**src/rtl/fuse_pgm_pkg.sv**
```systemverilog
package fuse_pgm_pkg;
   localparam int PAGE_W = 4;
   localparam int ROW_W  = 8;
   localparam int COL_W  = 5;
   localparam int NUM_LK = 10;

   typedef struct packed {
      logic [ROW_W-1:0] first;
      logic [ROW_W-1:0] last;
      logic [ROW_W-1:0] lk_row;
      logic [COL_W-1:0] lk_col;
   } lock_ent_t;

   localparam lock_ent_t LOCK_TABLE [NUM_LK] = '{
      '{first: 8'd4,  last: 8'd4,  lk_row: 8'd4,  lk_col: 5'd31},
      '{first: 8'd8,  last: 8'd11, lk_row: 8'd43, lk_col: 5'd27},
      '{first: 8'd12, last: 8'd19, lk_row: 8'd43, lk_col: 5'd11},
      '{first: 8'd20, last: 8'd27, lk_row: 8'd43, lk_col: 5'd13},
      '{first: 8'd28, last: 8'd35, lk_row: 8'd43, lk_col: 5'd15},
      '{first: 8'd37, last: 8'd37, lk_row: 8'd43, lk_col: 5'd28},
      '{first: 8'd64, last: 8'd71, lk_row: 8'd43, lk_col: 5'd6},
      '{first: 8'd72, last: 8'd79, lk_row: 8'd43, lk_col: 5'd7},
      '{first: 8'd80, last: 8'd87, lk_row: 8'd43, lk_col: 5'd8},
      '{first: 8'd0,  last: 8'd0,  lk_row: 8'd0,  lk_col: 5'd0}
   };
   localparam int NUM_LK_USED = 9;

   typedef enum logic [1:0] {
      SQ_IDLE = 2'd0,
      SQ_READ = 2'd1,
      SQ_CHK  = 2'd2,
      SQ_FIN  = 2'd3
   } seq_state_t;
endpackage

```
**src/rtl/fuse_addr_split.sv**
```systemverilog
module fuse_addr_split #(
   parameter int PAGE_W = 4,
   parameter int ROW_W  = 8,
   parameter int COL_W  = 5,
   localparam int ADDR_W = PAGE_W + ROW_W + COL_W
) (
   input  logic [ADDR_W-1:0] addr,
   output logic [PAGE_W-1:0] page,
   output logic [ROW_W-1:0]  row,
   output logic [COL_W-1:0]  col,
   output logic [ROW_W+COL_W-1:0] bitpos
);
   assign col    = addr[COL_W-1:0];
   assign row    = addr[COL_W +: ROW_W];
   assign page   = addr[COL_W+ROW_W +: PAGE_W];
   assign bitpos = addr[ROW_W+COL_W-1:0];
endmodule

```
**src/rtl/fuse_lock_map.sv**
```systemverilog
module fuse_lock_map
   import fuse_pgm_pkg::*;
#(
   parameter int LOCKED_ROW_LO = 44,
   parameter int LOCKED_ROW_HI = 51,
   parameter int OPEN_PAGE     = 2,
   parameter int OPEN_LO_ROW   = 129,
   parameter int OPEN_LO_COL   = 0,
   parameter int OPEN_HI_ROW   = 255,
   parameter int OPEN_HI_COL   = 27,
   parameter int OPEN_LK_ROW   = 43,
   parameter int OPEN_LK_COL   = 16,
   localparam int POS_W  = ROW_W + COL_W,
   localparam int OPEN_LO = OPEN_LO_ROW * (2**COL_W) + OPEN_LO_COL,
   localparam int OPEN_HI = OPEN_HI_ROW * (2**COL_W) + OPEN_HI_COL
) (
   input  logic [PAGE_W-1:0] page,
   input  logic [ROW_W-1:0]  row,
   input  logic [POS_W-1:0]  bitpos,
   input  logic              prog_lock,
   output logic              hard_deny,
   output logic              need_lock,
   output logic [ROW_W-1:0]  lk_row,
   output logic [COL_W-1:0]  lk_col
);
   initial begin
      if (OPEN_LO > OPEN_HI)
         $error("open window is empty");
      if (LOCKED_ROW_LO > LOCKED_ROW_HI)
         $error("locked row window is empty");
   end

   logic [NUM_LK_USED-1:0] hit;
   logic                   tbl_hit;
   logic [ROW_W-1:0]       tbl_row;
   logic [COL_W-1:0]       tbl_col;

   genvar gi;
   generate
      for (gi = 0; gi < NUM_LK_USED; gi++) begin : g_ent
         assign hit[gi] = (row >= LOCK_TABLE[gi].first) && (row <= LOCK_TABLE[gi].last);
      end
   endgenerate

   always_comb begin
      tbl_hit = 1'b0;
      tbl_row = '0;
      tbl_col = '0;
      for (int i = 0; i < NUM_LK_USED; i++) begin
         if (hit[i]) begin
            tbl_hit = 1'b1;
            tbl_row = LOCK_TABLE[i].lk_row;
            tbl_col = LOCK_TABLE[i].lk_col;
         end
      end
   end

   logic in_locked_rows;
   logic in_open;
   assign in_locked_rows = (int'(row) >= LOCKED_ROW_LO) && (int'(row) <= LOCKED_ROW_HI);
   assign in_open        = (int'(bitpos) >= OPEN_LO) && (int'(bitpos) <= OPEN_HI);

   always_comb begin
      hard_deny = 1'b1;
      need_lock = 1'b0;
      lk_row    = '0;
      lk_col    = '0;
      if (page == '0) begin
         hard_deny = prog_lock && in_locked_rows;
         need_lock = tbl_hit;
         lk_row    = tbl_row;
         lk_col    = tbl_col;
      end else if (int'(page) == OPEN_PAGE) begin
         hard_deny = !in_open;
         need_lock = 1'b1;
         lk_row    = ROW_W'(OPEN_LK_ROW);
         lk_col    = COL_W'(OPEN_LK_COL);
      end
   end
endmodule

```
**src/rtl/fuse_pgm_seq.sv**
```systemverilog
module fuse_pgm_seq
   import fuse_pgm_pkg::*;
#(
   parameter int ADDR_W     = 17,
   parameter int FUSE_W     = 32,
   parameter int TBIT_COL   = 28,
   localparam int CW        = $clog2(FUSE_W)
) (
   input  logic              clk,
   input  logic              rst_n,
   input  logic              start,
   input  logic [ADDR_W-1:0] start_addr,
   input  logic              enable,
   input  logic              hard_deny,
   input  logic              need_lock,
   input  logic [CW-1:0]     lk_col,
   input  logic [FUSE_W-1:0] rd_data,
   input  logic              set_fail,
   input  logic              err_clr,
   output logic [ADDR_W-1:0] cur_addr,
   output logic              busy,
   output logic              rd_req,
   output logic              set_req,
   output logic              pgm_done,
   output logic              pgm_err,
   output logic              err_flag,
   output logic              tbit_refresh
);
   seq_state_t st_q;
   logic       fail_q;
   logic       tbit_q;
   logic       allow;
   logic       is_tbit;

   assign allow   = enable && !hard_deny && !(need_lock && rd_data[lk_col]);
   assign is_tbit = (cur_addr[ADDR_W-1-4:CW] == '0) && (int'(cur_addr[CW-1:0]) >= TBIT_COL);

   always_ff @(posedge clk or negedge rst_n) begin
      if (!rst_n) begin
         st_q     <= SQ_IDLE;
         cur_addr <= '0;
         fail_q   <= 1'b0;
         tbit_q   <= 1'b0;
         err_flag <= 1'b0;
      end else begin
         case (st_q)
            SQ_IDLE: if (start) begin
               cur_addr <= start_addr;
               st_q     <= SQ_READ;
            end
            SQ_READ: st_q <= SQ_CHK;
            SQ_CHK: begin
               fail_q <= !allow || set_fail;
               tbit_q <= allow && !set_fail && is_tbit;
               st_q   <= SQ_FIN;
            end
            default: st_q <= SQ_IDLE;
         endcase
         if (st_q == SQ_FIN && fail_q)
            err_flag <= 1'b1;
         else if (err_clr)
            err_flag <= 1'b0;
      end
   end

   assign busy         = (st_q != SQ_IDLE);
   assign rd_req       = (st_q == SQ_READ);
   assign set_req      = (st_q == SQ_CHK) && allow;
   assign pgm_done     = (st_q == SQ_FIN);
   assign pgm_err      = (st_q == SQ_FIN) && fail_q;
   assign tbit_refresh = (st_q == SQ_FIN) && tbit_q;
endmodule

```
**src/rtl/fuse_pgm_guard.sv**
```systemverilog
module fuse_pgm_guard
   import fuse_pgm_pkg::*;
#(
   parameter int CFG_W         = 8,
   parameter int PGM_EN_BIT    = 1,
   parameter int LOCKED_ROW_LO = 44,
   parameter int LOCKED_ROW_HI = 51,
   parameter int OPEN_PAGE     = 2,
   parameter int TBIT_COL      = 28,
   localparam int ADDR_W = PAGE_W + ROW_W + COL_W,
   localparam int FUSE_W = 2**COL_W
) (
   input  logic              clk,
   input  logic              rst_n,
   input  logic [CFG_W-1:0]  cfg_word,
   input  logic              addr_wr,
   input  logic [ADDR_W-1:0] addr_wdata,
   output logic [ADDR_W-1:0] addr_rdata,
   input  logic              lock_wr,
   input  logic              lock_wdata,
   output logic              lock_q,
   input  logic              err_clr,
   output logic              busy,
   output logic              rd_req,
   output logic [ROW_W-1:0]  rd_row,
   input  logic [FUSE_W-1:0] rd_data,
   output logic              set_req,
   output logic [ADDR_W-1:0] set_addr,
   input  logic              set_fail,
   output logic              pgm_done,
   output logic              pgm_err,
   output logic              err_flag,
   output logic              tbit_refresh
);
   initial begin
      if (PGM_EN_BIT >= CFG_W)
         $error("PGM_EN_BIT outside configuration word");
      if (TBIT_COL >= FUSE_W)
         $error("TBIT_COL outside row");
   end

   logic [ADDR_W-1:0]      cur_addr;
   logic [PAGE_W-1:0]      page;
   logic [ROW_W-1:0]       row;
   logic [COL_W-1:0]       col;
   logic [ROW_W+COL_W-1:0] bitpos;
   logic                   hard_deny;
   logic                   need_lock;
   logic [COL_W-1:0]       lk_col;

   assign addr_rdata = '0;

   always_ff @(posedge clk or negedge rst_n) begin
      if (!rst_n)
         lock_q <= 1'b0;
      else if (lock_wr && lock_wdata)
         lock_q <= 1'b1;
   end

   fuse_addr_split #(
      .PAGE_W (PAGE_W),
      .ROW_W  (ROW_W),
      .COL_W  (COL_W)
   ) split_i (
      .addr   (cur_addr),
      .page   (page),
      .row    (row),
      .col    (col),
      .bitpos (bitpos)
   );

   fuse_lock_map #(
      .LOCKED_ROW_LO (LOCKED_ROW_LO),
      .LOCKED_ROW_HI (LOCKED_ROW_HI),
      .OPEN_PAGE     (OPEN_PAGE)
   ) map_i (
      .page      (page),
      .row       (row),
      .bitpos    (bitpos),
      .prog_lock (lock_q),
      .hard_deny (hard_deny),
      .need_lock (need_lock),
      .lk_row    (rd_row),
      .lk_col    (lk_col)
   );

   fuse_pgm_seq #(
      .ADDR_W   (ADDR_W),
      .FUSE_W   (FUSE_W),
      .TBIT_COL (TBIT_COL)
   ) seq_i (
      .clk          (clk),
      .rst_n        (rst_n),
      .start        (addr_wr),
      .start_addr   (addr_wdata),
      .enable       (cfg_word[PGM_EN_BIT]),
      .hard_deny    (hard_deny),
      .need_lock    (need_lock),
      .lk_col       (lk_col),
      .rd_data      (rd_data),
      .set_fail     (set_fail),
      .err_clr      (err_clr),
      .cur_addr     (cur_addr),
      .busy         (busy),
      .rd_req       (rd_req),
      .set_req      (set_req),
      .pgm_done     (pgm_done),
      .pgm_err      (pgm_err),
      .err_flag     (err_flag),
      .tbit_refresh (tbit_refresh)
   );

   assign set_addr = cur_addr;
endmodule

```
**config.mk**
```make
export PLATFORM = sky130hd
export DESIGN_NAME = fuse_pgm_guard
export DESIGN_NICKNAME = d
export VERILOG_FILES = /design/src/rtl/fuse_pgm_pkg.sv /design/src/rtl/fuse_addr_split.sv /design/src/rtl/fuse_lock_map.sv /design/src/rtl/fuse_pgm_seq.sv /design/src/rtl/fuse_pgm_guard.sv
export SDC_FILE = /design/constraint.sdc
export NUM_CORES = 1
export LEC_CHECK = 0
export ABC_AREA = 1
export BUFFER_PORTS_ARGS = -buffer_cell sky130_fd_sc_hd__buf_4
export CAP_MARGIN = 20
export CORE_MARGIN = 4
export CORE_UTILIZATION = 35
export DETAILED_ROUTE_END_ITERATION = 6
export GPL_TIMING_DRIVEN = 0
export HOLD_SLACK_MARGIN = 0.03
export PLACE_DENSITY = 0.67
export SLEW_MARGIN = 20
export SYNTH_ARGS = -nofsm -noshare
export SYNTH_HDL_FRONTEND = slang
export SYNTH_SLANG_ARGS = --single-unit
```
**constraint.sdc**
```tcl
create_clock -name clk -period 2.8 [get_ports clk]
set_input_delay 0.28 -clock clk [delete_from_list [all_inputs] [get_ports clk]]
set_output_delay 0.28 -clock clk [all_outputs]
set_load 0.02 [all_outputs]
```
==> results of run 1 <==
## what timing repair did
action / 4_1_cts / 5_1_grt
pin swaps: 0 / 11
buffers inserted: 0 / 18
setup endpoints to repair: 1 / 1
hold endpoints to repair: 23 / 0
gates cloned: 0 / 2
hold buffers: 1 / 0
resized for setup: 5 / 21
## sequential cells by signal, indices dropped and copies added (netlist names)
signal          flops
seq_i.cur_addr     17
seq_i.st_q          2
lock_q              1
seq_i.err_flag      1
seq_i.fail_q        1
seq_i.tbit_q        1
## final cells by class
type | instances | share of cell area
Buffer | 30 | 0.07579
Clock buffer | 3 | 0.01345
Clock inverter | 1 | 0.001630
Inverter | 28 | 0.03586
Multi-Input combinational cell | 205 | 0.3888
Sequential cell | 23 | 0.1887
Tap cell | 70 | 0.02852
Timing Repair Buffer | 107 | 0.2673
## critical path, stage by stage, from the launching register on
cell	delay, ns
dfrtp_2	0.48
buf_4	0.17
nor2_4	0.09
inv_1	0.04
nand2_1	0.07
nand2_2	0.10
nand4_4	0.15
nand2_4	0.12
buf_4	0.15
nand2_1	0.04
nand3_1	0.08
nand3_1	0.09
nand2_1	0.06
nand2_1	0.07
nand3_2	0.07
nand3_2	0.09
nand2_1	0.05
nor2_1	0.09
buf_4	0.15
## cell usage after synthesis, drive strengths merged
cell,count
a31oi,1
a221oi,2
dfrtp,23
nor4,1
nand3b,1
a2111oi,1
conb,1
nand3,51
nand4,8
clkbuf,2
o41ai,1
or2,1
ha,5
inv,28
mux2,10
o2111ai,1
nor2,27
o21ai,5
nand2,56
buf,28
a21oi,9
nor3,5
## metal layers
metal | vias to the layer above | GRT usage
met4 | 0 | 0.03922
met5 | - | 0
li1 | 1109 | -
met2 | 93 | 0.2644
met1 | 954 | 0.1865
met3 | 6 | 0.04881
## cells by family after synthesis
| logic type | count (synthesis) | share of synthesized area |
|---|---|---|
| and+or+nand+nor | 150 | 0.3780 |
| buffers and inverters | 58 | 0.1700 |
| DFF | 23 | 0.2962 |
| AOI/OAI and AO/OA | 20 | 0.06375 |
| muxes | 10 | 0.05795 |
| adders and majority gates | 5 | 0.03220 |
| other | 1 | 0.001930 |
## power groups by stage
stage	registers, mW	clock network [mW]	logic [mW]
finish	0.694	0.206	1.59
global route	0.720	0.227	1.75
CTS	0.670	0.212	1.40
detailed placement	0.664	0	1.39
global placement	0.659	0	1.38
floorplan	0.782	0	0.761
## worst paths after layout
kind                               startpoint            endpoint  slack (ns)  cells past startpoint
max in group asynchronous               rst_n  seq_i.cur_addr[10]        2.11                      2
setup reg to reg           seq_i.cur_addr[10]        seq_i.fail_q        0.63                     18
min in group asynchronous               rst_n  seq_i.cur_addr[16]        0.44                      2
hold / removal                        err_clr      seq_i.err_flag        0.20                      2
hold reg to reg                  seq_i.fail_q        seq_i.fail_q        0.49                      2
setup / recovery           seq_i.cur_addr[10]             set_req        0.09                     18
## metrics by stage
| stage | TNS (ns) | worst slack (ns) | util | instances | power [mW] |
|---|---|---|---|---|---|
| after floorplan | 0 | 0.3629 | - | 286 | 1.542 |
| after global placement | 0 | 0.2303 | 0.5246 | 442 | 2.038 |
| after detailed placement | 0 | 0.2242 | 0.5246 | 442 | 2.056 |
| after CTS | 0 | 0.003993 | 0.5382 | 447 | 2.285 |
| after global routing | -0.1592 | -0.1592 | 0.5862 | 467 | 2.692 |
| final | 0 | 0.09189 | 0.5862 | 467 | 2.487 |
==> impl_metrics.toml, run 1 <==
[status]
status = "finished, final reports clean"

[synth]
syn_inst = 267
synth_largest_area_cell = "dfrtp_1"
post-synth-top-area-fraction = 0.2962
ys_ff_latch = 23
ys_warn_count = 0
synth_area_leaders = "dfrtp_1 30%, nand3_1 12%, buf_4 10%"
synth_cell_types = 31
syn_avg_cell_area_um2 = 7.278
ys_seq_area_frac = 0.2962
syn_area_um2 = 1943

[die]
die_area_um2 = 6808
die_x_um = 82.51
core_um2 = 5238
num_rows = 26
num_io_pins = 114
die_h_um = 82.51
initial_core_util = 0.3710

[critical_path]
worst-setup-path-type = "reg2out"
crit_required_ns = 2.52
arrival_ns = 2.43
crit_fanout = 8
cp-start-kind = "flop"
end_kind = "primary output"

[layout]
mostFrequentLayoutCell = "buf_4"
syn_to_final_growth_pct = 58.02
multiInputGateArea_um2 = 1194
n_antenna_cell = 0
fillers = 521
final-seq-area_um2 = 579.3
stdcell_area_um2 = 3070
num-nets-final = 467
final_cell_mix = "129 x buf_4, 49 x nand2_1, 46 x nand3_1, 20 x conb_1, 20 x dfrtp_1"
drive_gt1_frac = 0.4685

[route]
ant_nets = 0
wl_met1_mm = 2.325
drcViolationCount = 0
highest_layer = "met4"
met2WireLength_mm = 2.621
vias_per_cell = 4.630
detail_route.iter0.violations = 59
wl_met3_um = 735
num_vias = 2162
wl_mm = 5.736
drt_first_pass_iters = 4
wl_per_cell_um = 12.28

[pwr]
vdd_drop_max_v = 0.0005989
p_comb_frac = 0.638
p_clk_frac = 0.083
seqPwrFrac = 0.279
p_sw_mw = 1.186
switching_share = 0.4767
p_leak_nw = 1.662
intPower_mw = 1.301
powerDensity_nw_per_um2 = 809.9

[cts]
clock-sinks = 23
clk_pin_slew_ns = 0.08
clkLatencyLatePin_ns = 0.26
cts_buffers = 3
root_buffer = "clkbuf_8"
cts_buffer_depth = 2
cts_tree = "built"
cts_htree_levels = 1

[timing]
finalHoldViolations = 0
skew_ns = 0.003526
rsz0062_at_grt = "true"
period_share = 0.9672
fmax_mhz = 369.3
fin_crit_ns = 2.708
slew_headroom = 0.6196
whs_ns = 0.2008
setup_viol = 0
drv_slew = 0
worstMarginPinSlew_ns = 0.5562

[grt]
track_usage = 0.1542
grt_pass1_wl_mm = 8.376
antenna_found_initial = 0
first_global_vias = 1912
grt_max_degree = 24
grt-ovfl-total = 0

[placed_design]
routabilityCongestion = 0.9122
port_buffers = 86
dpl-instance-area_um2 = 2748
hpwl_mm = 4.458

[run]
cap_violations = 0

[worst_hold_path]
hp-class = "in2reg"
Power figures use the tool's default switching activity.
==> run 2, diff against run 1 <==
--- a/config.mk
+++ b/config.mk
@@ -5,7 +5,7 @@
 export SDC_FILE = /design/constraint.sdc
 export NUM_CORES = 1
 export LEC_CHECK = 0
-export ABC_AREA = 1
+export ABC_AREA = 0
 export BUFFER_PORTS_ARGS = -buffer_cell sky130_fd_sc_hd__buf_4
 export CAP_MARGIN = 20
 export CORE_MARGIN = 4
==> impl_metrics.toml, run 2 <==
[placed_design]
port_buffers = 71
post-place-ws_ns = -0.2761
dpl-instance-area_um2 = 2562
routabilityCongestion = 0.8629
hpwl_mm = 4.031

[timing]
fin_crit_ns = 3.108
fin_setup_tns_ns = -0.3081
finalHoldViolations = 0
drv_slew = 0
setup_viol = 1
slew_headroom = 0.6358
finalWorstSetupSlack_ns = -0.3081
rsz0062_at_grt = "true"
worstMarginPinSlew_ns = 0.5463
fmax_mhz = 321.7
skew_ns = 0.003062
period_share = 1.110

[layout]
syn_to_final_growth_pct = 55.48
drive_gt1_frac = 0.5510
largest_reg_flops = 17
n_antenna_cell = 0
reg_top3 = "seq_i.cur_addr: 17 flops, seq_i.st_q: 2 flops"
mostFrequentLayoutCell = "buf_4"
regMostFlops = "seq_i.cur_addr"
num-nets-final = 384
final_util = 0.5628
stdcell_area_um2 = 2893
fillers = 491
final_cell_mix = "114 x buf_4, 20 x conb_1, 18 x mux2_2, 18 x dfrtp_1, 13 x nor2_1"

[critical_path]
crit_fanout = 7
path_cells = "or2b_1 -> or4_4 -> o221ai_4 -> nand2_2 -> a2111o_1 -> o2bb2ai_2 -> a221oi_4 -> nor2_2 -> buf_6"
cp-start-kind = "flop"
end_kind = "primary output"
worst-setup-path-type = "reg2out"
arrival_ns = 2.83
crit_required_ns = 2.52
max_stage_delay_ns = 0.52
cpMaxStageDelayCell = "or4_4"

[run]
cap_violations = 0

[synth]
post-synth-top-area-fraction = 0.3093
synth_cell_types = 57
synth_largest_area_cell = "dfrtp_1"
synth.most_common_cell = "buf_4"
syn_avg_cell_area_um2 = 9.303
ys_seq_area_frac = 0.3093
async_reset_ff_frac = 1.000
synth_common_cells = "24 x buf_4, 23 x dfrtp_1, 18 x mux2_2"
syn_inst = 200
ys_ff_latch = 23
ys_warn_count = 0
synth_area_leaders = "dfrtp_1 31%, mux2_2 11%, buf_4 9.7%"
synth_edf_count = 0
synth-main-ff-cell = "dfrtp_1"
syn_area_um2 = 1861

[pwr]
powerDensity_nw_per_um2 = 1034
finalPower_mw = 2.990
vdd_drop_max_v = 0.0006344
p_leak_nw = 1.345

[status]
status = "complete, but fails checks"
violations = "setup timing"

[route]
detail_route.iter0.violations = 131
vias_per_cell = 4.805
wl_mm = 5.321
wl_per_cell_um = 13.86
ant_nets = 0
drt_first_pass_iters = 4
drcViolationCount = 0
num_vias = 1845

[die]
die_h_um = 80.91
core_um2 = 5140
num_rows = 26
die_area_um2 = 6546
die_x_um = 80.91
num_io_pins = 114
initial_core_util = 0.3620

[grt]
grt-ovfl-total = 0
first_global_vias = 1795
antenna_found_initial = 0
grt_max_degree = 24
track_usage = 0.1593
grt_pass1_wl_mm = 8.314

[cts]
clkLatencyLatePin_ns = 0.26
cts_tree = "built"
cts_htree_levels = 1
root_buffer = "clkbuf_8"
cts_buffer_depth = 2
clock-sinks = 23
clk_pin_slew_ns = 0.08
cts_buffers = 3

[worst_hold_path]
hp-class = "in2reg"
[run 2: changes by cell type after synthesis, moves of 5 or more]
| cell | delta |
|---|---|
| inv_2 | -9 |
| nand2b_1 | +5 |
| nor2_1 | -5 |
| a21oi_1 | -5 |
| nand3_1 | -42 |
| nand2_1 | -40 |
| inv_1 | -13 |
| nor2_2 | -6 |
| mux2_2 | +8 |
[run 2: cell type report]
class / instances / area [um2] / share of cell area
multi-input cells: 158 / 1230 / 0.4252
inverters: 6 / 22.52 / 0.007785
clock buffers: 4 / 45.04 / 0.01557
flip-flops and latches: 23 / 581.8 / 0.2011
repair buffers: 92 / 696.9 / 0.2409
well taps: 70 / 87.58 / 0.03028
plain buffers: 31 / 229.0 / 0.07915
[run 2: logic make-up after synthesis]
logic type	share of synthesized area
compound gates	0.1970
fa+ha+maj	0.03362
buf+inv	0.1358
flops	0.3093
mux	0.1143
other cells	0.002016
simple gates	0.2078
[run 2: worst max-delay path, delay by kind of cell, from the launching register on]
family                 cells  cell delay (ns)
and+or+nand+nor            4             0.94
buffers and inverters      1             0.14
AOI/OAI and AO/OA          4             1.01
DFF                        1             0.46
[run 2: metrics by stage]
step,instances,hold slack [ns]
floorplan,219,-0.01559
global placement,360,0.1932
detailed placement,360,0.1930
CTS,375,0.2088
global route,384,0.2256
finish,384,0.2102
[run 2: timing repair]
item                                    in CTS  in global routing
pin swaps                                    8                  8
hold buffers                                 1                  0
setup buffers                               11                  9
resized for setup                           11                 16
endpoints found under the setup margin       2                  2
endpoints found under the hold margin       23                  0
[run 2: per-layer routing]
metal | wire [um] | track usage | part of all wire
met5 | 0 | 0 | 0
met4 | 55 | 0.05068 | 0.010
met3 | 439 | 0.04102 | 0.083
met2 | 2537 | 0.2668 | 0.48
met1 | 2289 | 0.1999 | 0.43
[run 2: path summary, 6_finish.rpt]
kind | start | end | slack, ns | cells past startpoint
min in group asynchronous | rst_n | seq_i.cur_addr[2] | 0.43 | 2
worst max-delay path | seq_i.cur_addr[8] | set_req | -0.31 | 9
worst min register to register | seq_i.err_flag | seq_i.err_flag | 0.50 | 1
max in group asynchronous | rst_n | seq_i.cur_addr[12] | 2.12 | 2
worst min-delay path | lock_wdata | lock_q | 0.21 | 2
worst max register to register | seq_i.cur_addr[8] | seq_i.fail_q | 0.11 | 9
[run 2: where the power goes]
part | total (mW) | leakage [nW] | internal (mW) | switching (mW)
clock network | 0.205 | 0.0228 | 0.102 | 0.103
logic | 2.08 | 1.06 | 0.992 | 1.09
registers | 0.706 | 0.264 | 0.490 | 0.216
==> run 3, diff against run 2 <==
--- a/config.mk
+++ b/config.mk
@@ -13,8 +13,9 @@
 export DETAILED_ROUTE_END_ITERATION = 6
 export GPL_TIMING_DRIVEN = 0
 export HOLD_SLACK_MARGIN = 0.03
-export PLACE_DENSITY = 0.67
+export PLACE_DENSITY = 0.65
 export SLEW_MARGIN = 20
 export SYNTH_ARGS = -nofsm -noshare
 export SYNTH_HDL_FRONTEND = slang
+export SYNTH_HIERARCHICAL = 1
 export SYNTH_SLANG_ARGS = --single-unit
==> impl_metrics.toml, run 3 <==
[layout]
reg_top3 = "seq_i/cur_addr: 17 flops, seq_i/st_q: 2 flops"
mostFrequentLayoutCell = "buf_4"
regMostFlops = "seq_i/cur_addr"
final_cell_mix = "154 x buf_4, 20 x conb_1, 19 x dfrtp_1, 17 x mux2_2, 12 x mux2i_1"
syn_to_final_growth_pct = 57.76
drive_gt1_frac = 0.6206
num-nets-final = 410
fillers = 538
n_antenna_cell = 0
largest_reg_flops = 17

[critical_path]
path_cells = "buf_6 -> buf_6 -> nand3b_1 -> a211o_1 -> a31oi_1 -> buf_4 -> buf_12 -> mux2i_1 -> mux4_2 -> mux2_4 -> a32oi_4 -> a21oi_2 -> buf_6"
r2r_setup_slack_ns = -0.17
worstRegToRegCells = 13
cpMostUsedCell = "buf_6"
cp.buffers_inverters = 5
crit_required_ns = 2.52
cpMaxStageDelayCell = "mux4_2"
max_stage_delay_ns = 0.48
end_kind = "primary output"
cp_top_family = "multiplexers"
crit_fanout = 7
r2r_end = "seq_i/tbit_q"
r2r_start = "seq_i/cur_addr[9]"
cp.depth = 13
worst-setup-path-type = "reg2out"
cp-start-kind = "flop"
arrival_ns = 3.10

[pwr]
vdd_drop_max_v = 0.0005392
powerDensity_nw_per_um2 = 909.1
p_leak_nw = 1.567
finalPower_mw = 2.961

[die]
die_x_um = 84.80
core_um2 = 5608
num_io_pins = 114
die_h_um = 84.80
num_rows = 27
initial_core_util = 0.3681
die_area_um2 = 7191

[timing]
fin_setup_tns_ns = -0.9093
slew_headroom = 0.6560
fmax_mhz = 296.1
worstMarginPinSlew_ns = 0.5160
setup_viol = 3
rsz0062_at_grt = "true"
finalHoldViolations = 0
fin_crit_ns = 3.377
skew_ns = 0.004841
finalWorstSetupSlack_ns = -0.5771
drv_slew = 0
period_share = 1.206

[route]
detail_route.iter0.violations = 41
wl_per_cell_um = 13.35
drcViolationCount = 0
drt_first_pass_iters = 4
vias_per_cell = 4.624
wl_mm = 5.499
num_vias = 1905
ant_nets = 0

[cts]
clock-sinks = 23
cts_buffers = 3
cts_htree_levels = 1
clk_pin_slew_ns = 0.08
cts_buffer_depth = 2
root_buffer = "clkbuf_8"
clkLatencyLatePin_ns = 0.26
cts_tree = "built"

[grt]
grt-ovfl-total = 0
grt_max_degree = 24
first_global_vias = 1999
track_usage = 0.1509
grt_pass1_wl_mm = 9.087
antenna_found_initial = 0

[synth]
syn_avg_cell_area_um2 = 9.973
syn_area_um2 = 2064
ys_warn_count = 6
syn_inst = 207

[placed_design]
routabilityCongestion = 0.8293
post-place-ws_ns = -0.5882
port_buffers = 86
hpwl_mm = 4.216

[worst_hold_path]
hold_path_end = "lock_q"
hp-class = "in2reg"
hold_depth = 2
min_from = "lock_wdata"

[run]
cap_violations = 0

[status]
violations = "setup timing"
status = "complete, but fails checks"
-- run 3: cell type report --
class / count / area, um2 / share of cell area
Inverter: 8 / 30.03 / 0.009220
Buffer: 50 / 402.9 / 0.1237
Clock inverter: 1 / 5.005 / 0.001537
Sequential cell: 23 / 580.6 / 0.1783
Tap cell: 72 / 90.09 / 0.02766
Multi-Input combinational cell: 141 / 1244 / 0.3819
Timing Repair Buffer: 114 / 863.3 / 0.2651
Clock buffer: 3 / 41.29 / 0.01268
-- run 3: metal layers --
| metal | part of all wire | up-vias | GRT usage |
|---|---|---|---|
| met5 | 0 | - | 0 |
| met1 | 0.43 | 862 | 0.2017 |
| met4 | 0.015 | 0 | 0.03597 |
| met2 | 0.47 | 87 | 0.2505 |
| li1 | - | 948 | - |
| met3 | 0.091 | 8 | 0.03042 |
-- run 3: power by group --
group	switching (mW)	leakage [nW]	total, mW	internal, mW
clock network	0.102	0.0255	0.201	0.0991
registers	0.152	0.265	0.641	0.489
logic	0.997	1.28	2.12	1.12
total	1.25	1.57	2.96	1.71
-- run 3: how the worst max path moves through the flow --
stage / start / to
floorplan: seq_i/cur_addr[7] / set_req
global placement: seq_i/cur_addr[8] / set_req
detailed placement: seq_i/cur_addr[8] / set_req
CTS: seq_i/cur_addr[8] / set_req
global route: seq_i/cur_addr[9] / set_req
finish: seq_i/cur_addr[9] / set_req
-- run 3: repair_timing --
action | in CTS | in global routing
hold buffers | 1 | 0
pin swaps | 10 | 8
buffers inserted | 20 | 6
endpoints found under the setup margin | 3 | 5
endpoints found under the hold margin | 23 | 0
gates resized for setup | 17 | 7
cloned | 0 | 1
-- run 3: through the flow --
stage               instance area (um2)  hold WS [ns]  utilization  cells
CTS                                3186        0.2142       0.5681    406
detailed placement                 2915        0.1903       0.5199    383
global placement                   2915        0.1911       0.5199    383
global route                       3257        0.2190       0.5808    412
finish                             3257        0.2212       0.5808    412
floorplan                          2180      -0.01559            -    225
-- run 3: worst reg2reg max path: stages, from the launching register on --
cell	delay, ns
dfrtp_2	0.42
buf_6	0.13
buf_6	0.12
nand3b_1	0.15
a211o_1	0.31
a31oi_1	0.16
buf_4	0.15
buf_12	0.12
mux2i_1	0.07
mux4_2	0.48
mux2_4	0.30
a32oi_4	0.22
buf_4	0.15
o21ai_0	0.08
